`src/rtl/os_pkg.sv`:
```
package os_pkg;

  // Synchronised pin bundle; bit order is {clear_n, rise pin, fall pin}
  typedef struct packed {
    logic clr_n;
    logic b;
    logic a;
  } os_pins_t;

  typedef enum logic [1:0] {
    ST_IDLE  = 2'd0,
    ST_PULSE = 2'd1,
    ST_LOCK  = 2'd2
  } os_state_e;

endpackage

```
`src/rtl/os_rst_sync.sv`:
```
module os_rst_sync (
  input  logic clk_i,
  input  logic rst_ni,
  output logic rst_no
);

  logic stg1_q, stg2_q;

  always_ff @(posedge clk_i or negedge rst_ni) begin
    if (!rst_ni) begin
      stg1_q <= 1'b0;
      stg2_q <= 1'b0;
    end else begin
      stg1_q <= 1'b1;
      stg2_q <= stg1_q;
    end
  end

  assign rst_no = stg2_q;

endmodule

```
`src/rtl/os_sync2.sv`:
```
module os_sync2 #(
  parameter int unsigned  N       = 3,
  parameter logic [N-1:0] RST_VAL = '0
) (
  input  logic         clk_i,
  input  logic         rst_ni,
  input  logic [N-1:0] d_i,
  output logic [N-1:0] q_o
);

  for (genvar i = 0; i < N; i++) begin : g_bit
    logic meta_q, safe_q;

    always_ff @(posedge clk_i or negedge rst_ni) begin
      if (!rst_ni) begin
        meta_q <= RST_VAL[i];
        safe_q <= RST_VAL[i];
      end else begin
        meta_q <= d_i[i];
        safe_q <= meta_q;
      end
    end

    assign q_o[i] = safe_q;
  end

endmodule

```
`src/rtl/os_edge_qual.sv`:
```
module os_edge_qual
  import os_pkg::*;
(
  input  logic     clk_i,
  input  logic     rst_ni,
  input  os_pins_t pins_i,
  output logic     trig_o
);

  logic prev_a_q, prev_b_q;
  logic prev_a_d, prev_b_d;
  logic fall_a, rise_b;

  always_comb begin
    fall_a   = prev_a_q & ~pins_i.a;
    rise_b   = ~prev_b_q & pins_i.b;
    trig_o   = pins_i.clr_n & ((fall_a & pins_i.b) | (rise_b & ~pins_i.a));
    prev_a_d = pins_i.a;
    prev_b_d = pins_i.b;
  end

  always_ff @(posedge clk_i or negedge rst_ni) begin
    if (!rst_ni) begin
      prev_a_q <= 1'b0;
      prev_b_q <= 1'b1;
    end else begin
      prev_a_q <= prev_a_d;
      prev_b_q <= prev_b_d;
    end
  end

endmodule

```
`src/rtl/os_timer.sv`:
```
module os_timer
  import os_pkg::*;
#(
  parameter int unsigned WIDTH_W   = 8,
  parameter int unsigned RECOV_CYC = 4,
  parameter int unsigned MIN_GAP   = 3
) (
  input  logic               clk_i,
  input  logic               rst_ni,
  input  logic               clr_n_i,
  input  logic               trig_i,
  input  logic [WIDTH_W-1:0] width_i,
  output logic               q_o,
  output logic               qn_o
);

  localparam int unsigned RCW = $clog2(RECOV_CYC + 1);
  localparam int unsigned GW  = $clog2(MIN_GAP + 1);
  localparam logic [RCW-1:0] REC_LOAD = RCW'(RECOV_CYC);
  localparam logic [GW-1:0]  GAP_LOAD = GW'(MIN_GAP - 1);

  os_state_e          state_q, state_d;
  logic [WIDTH_W-1:0] cnt_q, cnt_d, w_eff;
  logic [RCW-1:0]     rec_q, rec_d;
  logic [GW-1:0]      gap_q, gap_d;
  logic               q_q, qn_q, q_d;
  logic               gap_ok;

  always_comb begin
    w_eff   = (width_i == '0) ? WIDTH_W'(1) : width_i;
    gap_ok  = (gap_q == '0);
    state_d = state_q;
    cnt_d   = cnt_q;
    rec_d   = rec_q;
    gap_d   = gap_ok ? gap_q : gap_q - 1'b1;

    if (!clr_n_i) begin
      state_d = ST_LOCK;
      cnt_d   = '0;
      rec_d   = REC_LOAD;
      gap_d   = '0;
    end else begin
      unique case (state_q)
        ST_LOCK: begin
          if (rec_q <= RCW'(1)) begin
            state_d = ST_IDLE;
            rec_d   = '0;
          end else begin
            rec_d = rec_q - 1'b1;
          end
        end
        ST_IDLE: begin
          if (trig_i && gap_ok) begin
            state_d = ST_PULSE;
            cnt_d   = w_eff;
            gap_d   = GAP_LOAD;
          end
        end
        ST_PULSE: begin
          if (trig_i && gap_ok) begin
            cnt_d = w_eff;
            gap_d = GAP_LOAD;
          end else if (cnt_q == WIDTH_W'(1)) begin
            state_d = ST_IDLE;
            cnt_d   = '0;
          end else begin
            cnt_d = cnt_q - 1'b1;
          end
        end
        default: state_d = ST_IDLE;
      endcase
    end

    q_d = (state_d == ST_PULSE);
  end

  always_ff @(posedge clk_i or negedge rst_ni) begin
    if (!rst_ni) begin
      state_q <= ST_IDLE;
      cnt_q   <= '0;
      rec_q   <= '0;
      gap_q   <= '0;
      q_q     <= 1'b0;
      qn_q    <= 1'b1;
    end else begin
      state_q <= state_d;
      cnt_q   <= cnt_d;
      rec_q   <= rec_d;
      gap_q   <= gap_d;
      q_q     <= q_d;
      qn_q    <= ~q_d;
    end
  end

  assign q_o  = q_q;
  assign qn_o = qn_q;

endmodule

```
`src/rtl/retrig_oneshot.sv`:
```
module retrig_oneshot
  import os_pkg::*;
#(
  parameter int unsigned WIDTH_W   = 8,
  parameter int unsigned RECOV_CYC = 4,
  parameter int unsigned MIN_GAP   = 3
) (
  input  logic               clk_i,
  input  logic               rst_ni,
  input  logic               fire_fall_i,
  input  logic               fire_rise_i,
  input  logic               clear_ni,
  input  logic [WIDTH_W-1:0] width_i,
  output logic               pulse_o,
  output logic               pulse_no
);

  logic     rst_int_n;
  logic     trig_vld;
  logic     q_w, qn_w;
  logic [2:0] s_vec;
  os_pins_t s_pins;

  os_rst_sync u_rst (
    .clk_i  (clk_i),
    .rst_ni (rst_ni),
    .rst_no (rst_int_n)
  );

  os_sync2 #(
    .N       (3),
    .RST_VAL (3'b110)
  ) u_sync (
    .clk_i  (clk_i),
    .rst_ni (rst_int_n),
    .d_i    ({clear_ni, fire_rise_i, fire_fall_i}),
    .q_o    (s_vec)
  );

  assign s_pins = os_pins_t'(s_vec);

  os_edge_qual u_qual (
    .clk_i  (clk_i),
    .rst_ni (rst_int_n),
    .pins_i (s_pins),
    .trig_o (trig_vld)
  );

  os_timer #(
    .WIDTH_W   (WIDTH_W),
    .RECOV_CYC (RECOV_CYC),
    .MIN_GAP   (MIN_GAP)
  ) u_timer (
    .clk_i   (clk_i),
    .rst_ni  (rst_int_n),
    .clr_n_i (s_pins.clr_n),
    .trig_i  (trig_vld),
    .width_i (width_i),
    .q_o     (q_w),
    .qn_o    (qn_w)
  );

  assign pulse_o  = q_w;
  assign pulse_no = qn_w;

endmodule

```
`config.mk`:
```
export PLATFORM = sky130hd
export DESIGN_NAME = retrig_oneshot
export DESIGN_NICKNAME = d
export VERILOG_FILES = /design/src/rtl/os_pkg.sv /design/src/rtl/os_rst_sync.sv /design/src/rtl/os_sync2.sv /design/src/rtl/os_edge_qual.sv /design/src/rtl/os_timer.sv /design/src/rtl/retrig_oneshot.sv
export SDC_FILE = /design/constraint.sdc
export NUM_CORES = 1
export LEC_CHECK = 0
export BUFFER_PORTS_ARGS = -buffer_cell sky130_fd_sc_hd__buf_4
export CAP_MARGIN = 20
export CELL_PAD_IN_SITES_DETAIL_PLACEMENT = 1
export CELL_PAD_IN_SITES_GLOBAL_PLACEMENT = 1
export CORE_AREA = 2 2 55 57
export CTS_BUF_LIST = sky130_fd_sc_hd__clkbuf_4 sky130_fd_sc_hd__clkbuf_8
export DETAILED_ROUTE_END_ITERATION = 12
export DIE_AREA = 0 0 57 59
export GPL_TIMING_DRIVEN = 1
export PLACE_DENSITY = 0.84
export SLEW_MARGIN = 20
export SYNTH_ARGS = -nofsm -noshare
export SYNTH_HDL_FRONTEND = slang
export SYNTH_HIERARCHICAL = 1
export SYNTH_SLANG_ARGS = --single-unit
```
`constraint.sdc`:
```
create_clock -name clk_i -period 1.9 [get_ports clk_i]
set_clock_uncertainty 0.05 [all_clocks]
set_input_delay 0 -clock clk_i [delete_from_list [all_inputs] [get_ports clk_i]]
set_output_delay 0 -clock clk_i [all_outputs]
set_load 0.005 [all_outputs]
```
== After elaboration in Yosys (flattened, before gate mapping) ==
Index checks and enable logic that the tools add are counted.

* Input bits: 13
* Logic and storage cells: 61
* Output and inout port bits: 2
* Register bits after elaboration: 27

* Reductions and logical operators: 6
* $lt $le $gt $ge: 1
* Mux-type cells: 19
* $add $sub $neg: 3
* Bitwise operators: 9
* Eq/ne operators: 7

{| class="wikitable"
|+ Operator list
! kind !! count
|-
| $mux W8 || 5
|-
| $mux W2 || 9
|-
| $pmux W8 S2 || 1
|-
| $mux W3 || 3
|-
| $eq A8 B1 Y1 const B || 1
|-
| $logic_not A8 Y1 || 1
|-
| $sub A8 B1 Y8 const B || 1
|-
| $pmux W2 S3 || 1
|-
| $and A1 B1 Y1 || 5
|-
| $eq A2 B1 Y1 const B || 2
|-
| $logic_not A2 Y1 || 2
|-
| $le A3 B1 Y1 const B || 1
|-
| $ne A3 B1 Y1 const B || 1
|-
| $ne A3 B2 Y1 const B || 1
|-
| $not A1 Y1 || 3
|-
| $sub A3 B1 Y3 const B || 1
|-
| $eq A2 B2 Y1 const B || 1
|-
| $ne A2 B1 Y1 const B || 1
|-
| $reduce_and A2 Y1 || 1
|-
| $reduce_or A2 Y1 || 1
|-
| $sub A2 B1 Y2 const B || 1
|-
| $logic_and A1 B1 Y1 || 1
|-
| $or A1 B1 Y1 || 1
|}

== Depth between registers and ports, before layout ==
* Depth after elaboration: 11
* Mapped depth: 8
* Mapped depth without buffers: 6

== Hierarchy ==
The synthesis kept the hierarchy.

{| class="wikitable"
|+ By module, submodules not included
! module !! instances !! cells an instance !! area an instance (um^2) !! seq. area each (um^2)
|-
| os_timer || 1 || 109 || 1049.8 || 426.7
|-
| os_sync2 || 1 || 9 || 177.7 || 155.1
|-
| os_edge_qual || 1 || 5 || 78.8 || 51.3
|-
| os_rst_sync || 1 || 3 || 53.8 || 50.0
|}

== Worst setup path before layout ==
OpenSTA, ideal clock, no wires.

* Path type: reg2reg
* Start: register u_sync.g_bit[2].safe_q
* End: register u_timer.cnt_q[4]
* Arrival: 1861 ps
* Stages on the path, launching flop included: 9
* Data required time: 1754 ps
* Path slack: -106 ps
* Library setup time: 96 ps
* Period minus slack after synthesis: 2006 ps
* Cells stage by stage: dfstp_2 -> buf_4 -> nand2_1 -> nor3_2 -> or3b_1 -> buf_2 -> o211ai_4 -> nand2_1 -> o31ai_1

* Cells in the longest elaborated chain, start to end: 5
* Elaborated cells between the ends (all ways): 8
* Those cells by class: eq/ne: 2; mux: 3; bitwise: 1; reduce/logical: 2

{| class="wikitable"
|+ Ends and longest elaborated chain
! element !! RTL line !! text
|-
| from (decl) || os_sync2.sv:12 || <nowiki>logic meta_q, safe_q;</nowiki>
|-
| from (signal assigned) || os_sync2.sv:17 || <nowiki>safe_q <= RST_VAL[i];</nowiki>
|-
| from (signal assigned) || os_sync2.sv:20 || <nowiki>safe_q <= meta_q;</nowiki>
|-
| $and A1 B1 Y1 * || os_edge_qual.sv:17 || <nowiki>trig_o = pins_i.clr_n & ((fall_a & pins_i.b) | (rise_b & ~pins_i.a));</nowiki>
|-
| via trig_vld || retrig_oneshot.sv:19 || <nowiki>logic trig_vld;</nowiki>
|-
| $logic_and A1 B1 Y1 * || os_timer.sv:53, os_timer.sv:60 ||
|-
| $mux W8 || os_timer.sv:60 || <nowiki>if (trig_i && gap_ok) begin</nowiki>
|-
| $pmux W8 S2 || os_timer.sv:43 || <nowiki>unique case (state_q)</nowiki>
|-
| $mux W8 || os_timer.sv:37 || <nowiki>if (!clr_n_i) begin</nowiki>
|-
| to (signal assigned) || os_timer.sv:87 || <nowiki>cnt_q <= cnt_d;</nowiki>
|-
| to (decl) || os_timer.sv:23 || <nowiki>logic [WIDTH_W-1:0] cnt_q, cnt_d, w_eff;</nowiki>
|}

The timed path passes the listed nets; every way through them passes the cells marked *.
A chain may end at the register's enable or synchronous reset.

== Final worst setup path ==
* Start: register u_timer.cnt_q[1]
* End: register u_timer.cnt_q[3]

* Cells in the longest elaborated chain, start to end: 5
* Elaborated cells between the ends (all ways): 6
* Those cells by class: add/sub: 1; eq/ne: 1; mux: 4

{| class="wikitable"
|+ Ends and longest elaborated chain
! element !! RTL line !! text
|-
| $sub A8 B1 Y8 / $eq A8 B1 Y1 (equally long branches) || os_timer.sv:67, os_timer.sv:63 ||
|-
| $mux W8 * || os_timer.sv:63 || <nowiki>end else if (cnt_q == WIDTH_W'(1)) begin</nowiki>
|-
| $mux W8 * || os_timer.sv:60 ||
|-
| $pmux W8 S2 * || os_timer.sv:43 ||
|-
| $mux W8 * || os_timer.sv:37 ||
|}

Every way passes the cells marked *; elsewhere a longest branch is shown, timed or not.

==> results by group <==
Outcome
  – Status: complete, but fails checks
  – Failing checks: negative setup slack

STA
  – Setup TNS: -0.707 ns
  – Crit share post-route: 107%
  – Worst Slack Setup Final: -0.131 ns
  – Max Slew Vio Count: 0
  – # setup viols final: 8
  – Post-layout min period: 2.03 ns
  – Hold Fails Final Rpt: 0
  – Unrepaired setup endpoints after global routing: true
  – Fmax: 0.492 GHz

Worst setup path
  – Critical Path AT: 2.23 ns
  – Critical-path maximum fanout: 4
  – Crit path to: u_timer/cnt_q[3]
  – R2R Setup Slk: -0.13 ns
  – CP Capture Type: flip-flop
  – CP Cell Sequence: inv_1, ha_1, or4b_4, o2111ai_4, o21ai_1, o2bb2ai_1
  – Slowest cell on the critical path: or4b_4
  – R2R depth: 6
  – Worst setup SP type: flip-flop
  – Worst path required time: 2.10 ns
  – Worst R2R End: u_timer/cnt_q[3]
  – Crit path from: u_timer/cnt_q[1]
  – Critical path class: reg -> reg
  – Worst r2r src: u_timer/cnt_q[1]
  – Slowest stage delay, CP: 0.52 ns

Yosys
  – Post-synth top area share: 38.6%
  – Syn_nets: 143
  – Most numerous cell in the Yosys netlist: dfrtp_1
  – Cells after Synth: 126
  – Syn Std Cell Area: 1360 um2
  – Flops & latches, synth: 27
  – Synth area leaders: dfrtp_1 39%, dfstp_2 12%, ha_1 3.7%, o21ai_0 3.3%, mux2i_1 2.9%
  – Ys flop type: dfrtp_1
  – Number of synthesized flops with an enable pin: 0
  – Register area share after synthesis: 50.2%
  – Avg Cell Area, Syn: 10.8 um2
  – Area leader, netlist: dfrtp_1
  – Post-synth top cells: 21 x dfrtp_1, 9 x o21ai_0, 7 x inv_1, 7 x nor3_1
  – Syn. warnings: 6
  – Number of distinct library cells after synthesis: 44
  – Synth async-reset ratio: 100%

Routing
  – Vias: 1,273
  – DR WL/cell: 23.3 um
  – DRC: 0
  – First-pass DRT Iterations: 4
  – Final antenna-violating net count: 0
  – Post-Route WL: 4.78 mm
  – Starting DRT DRC Count: 69
  – Post-DR vias/cell: 6.21

Layout
  – Reg area: 683 um2
  – Syn-to-layout area delta: 39.2%
  – Multi-input gate area: 714 um2
  – Nets: 192
  – Non-Filler Instances: 205
  – # fillers: 270
  – Ant diodes: 0
  – Share of layout cells above drive strength 1: 40.2%

Global routing
  – Initial antenna violation count: 0
  – Total grt overflow: 0
  – Tot GR Track Use: 28.4%
  – Vias in the first global route: 1,414
  – Largest net degree at the start of global routing: 26
  – First-pass GRT wire length: 7.08 mm

Place
  – Dpl hpwl: 2.62 mm
  – Placed Cells: 187
  – I/O Buffers: 14
  – Placement Setup Slack: -0.192 ns
  – Routability cong.: 0.929

Floorplan
  – Die W: 57 um
  – Core area: 2710 um2
  – Die area: 3360 um2
  – Io pins: 15
  – Starting Density: 50.2%
  – Rows: 19
  – Die Y-Extent: 59 um

Clock tree
  – CTS tree: done
  – Htree depth: 1
  – CTS max path bufs: 2
  – Clock transition at the registers of the reported paths: 0.15 ns
  – Root buf cell: clkbuf_4
  – TritonCTS Buffers: 3
  – Clk_lat worst skew: 0.35 ns
  – Clk sink count: 27

Job
  – Max-Cap Viols: 0

Worst hold path
  – Hold_sp: width_i[6]
  – Hold depth: 4
  – Hold Path Class: in -> reg

Power and ir drop
  – Leakage: 0.813 nW
  – Pwr Density: 786 nW/um2
  – Tot Pwr: 1.49 mW
  – IR drop worst, VDD: 0.941 mV
==> area by class of cell <==
class	instances	share of cell area, %
inverters	7	1.39
multi-input cells	87	37.7
clock buffers	4	1.59
repair buffers	49	21.1
well taps	31	2.05
flip-flops and latches	27	36.1
==> power by group <==
group | switching [mW] | total, mW | internal, mW
clock network | 0.183 | 0.280 | 0.0971
logic | 0.285 | 0.524 | 0.239
registers | 0.0425 | 0.685 | 0.643
total | 0.510 | 1.49 | 0.978
==> critical path: cells and delay by family, from the launching register on <==
kind / cells / cell delay [ns]
compound gates: 3 / 0.65
simple gates: 1 / 0.52
flops: 1 / 0.41
fa+ha+maj: 1 / 0.20
buf+inv: 1 / 0.10
==> routing by layer <==
| layer | vias up | global-route usage (%) | share of wire [%] |
|---|---|---|---|
| li1 | 560 | - | - |
| met1 | 642 | 33.0 | 39 |
| met2 | 58 | 53.0 | 53 |
| met3 | 13 | 3.28 | 5.0 |
| met4 | 0 | 12.3 | 3.3 |
| met5 | - | 0 | 0 |
==> logic make-up after synthesis <==
group,count (synthesis),share of synthesized area [%]
AOI/OAI and AO/OA,38,20.8
adders and majority gates,4,3.68
buffers and inverters,12,4.23
DFF,27,50.2
muxes,4,2.94
other,1,0.276
and+or+nand+nor,40,17.8
==> repair_timing <==
action / CTS / global route
gates resized for setup: 10 / 17
hold endpoints to repair: 10 / 0
setup endpoints to repair: 10 / 10
setup buffers: 2 / 2
hold buffers: 10 / 0
pin swaps: 3 / 6
==> metrics by stage <==
stage               util, %  area, um2  hold slack [ns]
floorplan                 -       1370           -0.346
global placement       60.2       1630           -0.267
detailed placement     60.2       1630           -0.267
CTS                    67.1       1820           0.0487
global route           69.9       1890           0.0571
finish                 69.9       1890           0.0443
==> cells in the final DEF (no fill, tap or decap), drive strengths merged, types with 2 or more instances in the layout <==
| cell | netlist | layout |
|---|---|---|
| dlygate4sd3 | 0 | 10 |
| and2 | 5 | 5 |
| ha | 4 | 4 |
| dfstp | 6 | 6 |
| nand2b | 2 | 2 |
| a21boi | 3 | 3 |
| dfrtp | 21 | 21 |
| o21ai | 9 | 9 |
| buf | 4 | 39 |
| o22ai | 3 | 3 |
| a21oi | 5 | 5 |
| mux2i | 4 | 4 |
| o2bb2ai | 4 | 4 |
| nor3 | 8 | 8 |
| o211ai | 2 | 2 |
| or3 | 3 | 3 |
| inv | 7 | 7 |
| nor2b | 5 | 5 |
| nor2 | 4 | 4 |
| nand2 | 6 | 6 |
| o2111ai | 2 | 2 |
| clkbuf | 1 | 4 |
==> state kept, by name (all words and copies together) (netlist names) <==
register / flops
u_qual/prev_a_q: 1
u_qual/prev_b_q: 1
u_rst/rst_no: 1
u_rst/stg1_q: 1
u_sync/g_bit.meta_q: 3
u_sync/g_bit.safe_q: 3
u_timer/cnt_q: 8
u_timer/gap_q: 2
u_timer/q_o: 1
u_timer/qn_o: 1
u_timer/rec_q: 3
u_timer/state_q: 2
==> how the worst min path moves through the flow <==
| stage | endpoint |
|---|---|
| final | u_timer/cnt_q[6] |
| after global routing | u_timer/cnt_q[6] |
| after floorplan | u_rst/rst_no |
| after global placement | u_rst/stg1_q |
| after CTS | u_timer/cnt_q[6] |
| after detailed placement | u_rst/stg1_q |
(Power assumes the default switching activity.)
